===== config.mk =====
export PLATFORM = sky130hd
export DESIGN_NAME = frame_rec
export DESIGN_NICKNAME = d
export VERILOG_FILES = /design/src/rtl/frm_pkg.sv /design/src/rtl/frm_next.sv /design/src/rtl/frm_out.sv /design/src/rtl/frm_state_reg.sv /design/src/rtl/frame_rec.sv
export SDC_FILE = /design/constraint.sdc
export NUM_CORES = 1
export LEC_CHECK = 0
export ABC_AREA = 1
export BUFFER_PORTS_ARGS = -buffer_cell sky130_fd_sc_hd__buf_2
export CORE_AREA = 3 3 40 42
export CTS_BUF_LIST = sky130_fd_sc_hd__clkbuf_4 sky130_fd_sc_hd__clkbuf_8
export CTS_CLUSTER_DIAMETER = 30
export DETAILED_ROUTE_END_ITERATION = 6
export DIE_AREA = 0 0 43 45
export GPL_TIMING_DRIVEN = 1
export PLACE_DENSITY = 0.43
export SYNTH_ARGS = -nofsm -noshare
export SYNTH_HDL_FRONTEND = slang
export SYNTH_HIERARCHICAL = 1
export SYNTH_SLANG_ARGS = --single-unit

===== constraint.sdc =====
create_clock -name clk_i -period 0.9 [get_ports clk_i]
set_clock_uncertainty 0.15 [all_clocks]
set_input_delay 0.27 -clock clk_i [delete_from_list [all_inputs] [get_ports clk_i]]
set_output_delay 0.27 -clock clk_i [all_outputs]
set_load 0.01 [all_outputs]

===== src/rtl/frm_pkg.sv =====
package frm_pkg;
  localparam int unsigned ST_W = 3;

  // paired prefixes sit on adjacent codes; 3'b100 is unused
  typedef enum logic [ST_W-1:0] {
    ST_IDLE = 3'b000,
    ST_B0   = 3'b001,
    ST_B1   = 3'b101,
    ST_SAME = 3'b011,
    ST_DIFF = 3'b111,
    ST_DEAD = 3'b010,
    ST_HIT  = 3'b110
  } state_t;
endpackage


===== src/rtl/frm_next.sv =====
module frm_next
  import frm_pkg::*;
(
  input  state_t cur_i,
  input  logic   x_i,
  output state_t nxt_o
);
  always_comb begin
    case (cur_i)
      ST_IDLE: nxt_o = x_i ? ST_B1 : ST_B0;
      ST_B0:   nxt_o = x_i ? ST_DIFF : ST_SAME;
      ST_B1:   nxt_o = x_i ? ST_SAME : ST_DIFF;
      ST_SAME: nxt_o = ST_DEAD;
      ST_DIFF: nxt_o = x_i ? ST_HIT : ST_DEAD;
      ST_DEAD: nxt_o = ST_IDLE;
      ST_HIT:  nxt_o = ST_IDLE;
      default: nxt_o = ST_IDLE; // unused code recovers
    endcase
  end
endmodule


===== src/rtl/frm_out.sv =====
module frm_out
  import frm_pkg::*;
(
  input  state_t cur_i,
  input  logic   valid_i,
  input  logic   x_i,
  output logic   z_o
);
  always_comb z_o = valid_i && (cur_i == ST_HIT) && !x_i;
endmodule


===== src/rtl/frm_state_reg.sv =====
module frm_state_reg
  import frm_pkg::*;
(
  input  logic   clk_i,
  input  logic   rst_ni,
  input  logic   en_i,
  input  state_t d_i,
  output state_t q_o
);
  always_ff @(posedge clk_i or negedge rst_ni) begin
    if (!rst_ni)   q_o <= ST_IDLE;
    else if (en_i) q_o <= d_i;
  end
endmodule


===== src/rtl/frame_rec.sv =====
module frame_rec
  import frm_pkg::*;
(
  input  logic clk_i,
  input  logic rst_ni,
  input  logic valid_i,
  input  logic x_i,
  output logic z_o
);
  state_t state_q;
  state_t state_d;

  frm_next u_next (
    .cur_i (state_q),
    .x_i   (x_i),
    .nxt_o (state_d)
  );

  frm_state_reg u_reg (
    .clk_i  (clk_i),
    .rst_ni (rst_ni),
    .en_i   (valid_i),
    .d_i    (state_d),
    .q_o    (state_q)
  );

  frm_out u_out (
    .cur_i   (state_q),
    .valid_i (valid_i),
    .x_i     (x_i),
    .z_o     (z_o)
  );
endmodule


Word level (Yosys, flattened, before mapping)
Index checks and enable logic that the tools add are counted.
Widths: inputs -> output; s select.
Operators by class
  equality and inequality tests: 5
  multiplexer cells: 5
  reductions and logical operators: 4
Operators by type and width (number)
  $pmux 3 s5: 1
  $mux 3: 4
  $eq 3x3->1 const B: 3
  $eq 3x1->1 const B: 1
  $eq 3x2->1 const B: 1
  $logic_not 3->1: 1
  $logic_and 1x1->1: 2
  $logic_not 1->1: 1
Word-level totals
  register bits after elaboration: 3
  input port bits: 4
  output and inout bits: 1
  logic and storage cells: 15

Depth between registers and ports, before layout
  depth after elaboration: 3
  mapped depth: 6
  gate-level depth less buffers: 6

Modules after synthesis
Netlist, hierarchy kept.
Modules (own cells, without submodules)
  frm_state_reg: times used 1, cells an instance 13, area each 112.6 um^2
  frm_next: times used 1, cells an instance 13, area each 58.8 um^2
  frm_out: times used 1, cells an instance 5, area each 27.5 um^2

Worst setup path after synthesis
No wires, ideal clock.
  kind: flip-flop to output port
  start point: reg u_reg.q_o[0]
  end point: out z_o
  data arrival time: 635 ps
  data required time: 480 ps
  path slack: -155 ps
  cell stages (with the launch flop): 4
  cells stage by stage: dfrtp_1 inv_1 nand2_1 nor2_2
On the way
  cells in the longest elaborated chain, start to end: 3
Ends and longest elaborated chain
  start: declaration: RTL line frm_state_reg.sv:8  | output state_t q_o
  start signal: assignment: RTL line frm_state_reg.sv:12  | else if (en_i) q_o <= d_i;
  $eq 3x3->1: RTL line frm_out.sv:9  | always_comb z_o = valid_i && (cur_i == ST_HIT) && !x_i;
  $logic_and 1x1->1 (2 in series): RTL line frm_out.sv:9
  end: declaration: RTL line frame_rec.sv:8  | output logic z_o
No other way between the ends.

Worst setup path in the final report
Same ends and word-level chain as after synthesis.

==> reports/results.txt <==
total half-perimeter wirelength after legalization and detailed placement - 294 um
number of buffers on the longest clock path - 2
number of diodes added for antenna fixing - 0
crit path buf inv count - 2
final routed wirelength across all metal layers - 449 um
Cells after Synth - 31
horizontal extent of the die - 43 um
quantity of I/O buffers inserted on ports - 4
final cell utilization of the core - 26.7%
pin count of the biggest net entering global routing - 5
RSZ-0062 raised after global routing - true
worst slew margin relative to its limit - 93.7%
Max IR drop VDD - 0.959 mV
post-synth net total - 35
Pwr Density - 2130 mW/mm^2
worst hold margin - 0.210 ns
slew at the pin closest to its max-slew limit - 0.0942 ns
Max Freq - 0.767 GHz
number of CTS-inserted buffers - 3
count of TritonRoute iterations in the first routing pass - 2
Yosys warning count - 6
largest reg by FF count - u_reg/q_o
clock input transition at the sequential cells of the worst setup and hold paths - 0.04 ns
DRC violation total after the first TritonRoute iteration - 5
Cell Chain, Critical Path - inv_1 -> nand2_1 -> nor2_2 -> buf_2
overall die area - 0.00194 mm^2
final setup fails - 4
Layout Area Growth over Synthesis - 72.3%
count of pins over their slew limit - 0
clock insertion delay at the later pin of the skew report - 0.23 ns
Unique masters post-synth - 10
Register-to-Register Path Depth - 8
DP Cell Count - 54
max FFs per register - 3
root buffer cell - sky130_fd_sc_hd__clkbuf_4
Mapped Avg Cell Area - 6.42 um^2
endpoint of the worst-slack reg-to-reg timing path - u_reg/q_o[2]
crit path DAT - 0.88 ns
top routing layer used - met3
total gr overflow - 0
CP max-delay cell - sky130_fd_sc_hd__dfrtp_1
CTS H-tree lvls - 1
metal1 wirelength - 214 um
total track usage - 6.00%
wire length on met2 - 214 um
FP Rows - 13
summed instance area of the synthesized netlist - 199 um^2
CTS tree - yes
count of non-filler cells in the finished layout - 62
first-pass GRT wire length - 800 um
post-route setup slack - -0.404 ns
cell type group with the largest total delay on the critical path - flip-flops
count of vias placed by the detailed router - 214
Setup CP Type - flip-flop to output port
global placement routability congestion - 0.734
path class of the lowest-slack min-delay path - input port to asynchronous set/reset pin
clock period minus worst slack - 1.30 ns
largest registers in the final layout - u_reg/q_o: 3 flops
total met3 wirelength after detailed routing - 20 um
number of hold violations in the final report - 0
share of layout cells above drive strength 1 - 57.4%
die extent in y - 45 um
part of the Yosys area used for sequential elements - 37.7%
number of antenna violations at the first check in global routing - 0
Reg-to-Reg Start - u_reg/q_o[2]
setup TNS after final layout - -1.20 ns
Max FO, Critical Path - 2
Startpoint Class - flip-flop
period utilisation layout - 145%
sink count of the clock tree - 3
# Max-Cap Violations - 0
IO Count - 5
count of nets left with antenna violations after detail routing - 0
Critical Path Sink Type - output port
via count of the first global-routing pass - 223
leakage component of the power - 0.195 nW
initial core utilization - 15.5%
setup slack on the worst flop-to-flop path - -0.36 ns
run status - complete, but fails checks
residual DRC count - 0
Worst Path Required - 0.48 ns
per-cell routed wire length - 7.24 um
core region area - 0.00128 mm^2
drt via density - 3.45
overall power of the completed layout - 0.731 mW
synthesized flop and latch total - 3
final net count - 52
critical path's largest stage delay - 0.37 ns
violated checks - negative setup slack
## cells in the mapped netlist (all sizes together)
cell type	instances	share of area, %
dfrtp	3	38
inv	7	13
nand3	1	5.0
nand2	14	28
clkbuf	1	1.9
nor2	4	10
a21oi	1	4.4
## kinds of logic after synthesis
group,Yosys count,share of synthesized area (%)
AND/OR/NAND/NOR,19,42.8
buffers and inverters,8,15.1
AO/OA/AOI/OAI,1,4.40
flip-flops,3,37.7
## per-stage QoR
step	instance area [um^2]	worst slack [ns]
finish	343	-0.404
detailed placement	272	-0.239
floorplan	199	-0.131
global route	343	-0.487
global placement	272	-0.247
CTS	338	-0.415
## worst max path at each step
stage	startpoint	endpoint	depth (start not counted)
after detailed placement	x_i	z_o	5
after floorplan	u_reg/q_o[0]	z_o	3
after global placement	x_i	z_o	5
after global routing	u_reg/q_o[0]	z_o	4
after CTS	u_reg/q_o[0]	z_o	4
final	u_reg/q_o[0]	z_o	4
## cell usage in the layout, fill, tap and decap left out, drive strengths merged
| cell | instances |
|---|---|
| a21oi | 1 |
| buf | 12 |
| clkbuf | 4 |
| dfrtp | 3 |
| dlygate4sd3 | 1 |
| inv | 7 |
| nand2 | 14 |
| nand3 | 1 |
| nor2 | 4 |
## metal layers
metal	vias to the layer above	track usage [%]
met2	4	8.98
met4	0	7.23
met3	0	1.59
met1	90	6.28
met5	-	0
li1	120	-
## where the power goes
part	leakage, nW	switching, mW	total (mW)	internal (mW)
logic	0.139	0.130	0.279	0.149
clock network	0.0184	0.0684	0.265	0.196
registers	0.0371	0.0189	0.187	0.168
total	0.195	0.218	0.731	0.513
## area by class of cell
type / count / area (um^2)
clock buffers: 4 / 30.0
fillers: 148 / 942
inverters: 7 / 26.3
multi-input cells: 20 / 98.8
flip-flops and latches: 3 / 75.1
well taps: 15 / 18.8
repair buffers: 13 / 93.8
## what timing repair did
action	4_1_cts	5_1_grt
hold endpoints to repair	3	0
cloned	0	0
hold buffers	1	0
buffers inserted	3	2
pin swaps	2	3
resized for setup	1	4
setup endpoints to repair	4	4
Note: power is estimated with default switching activity, not from simulation.
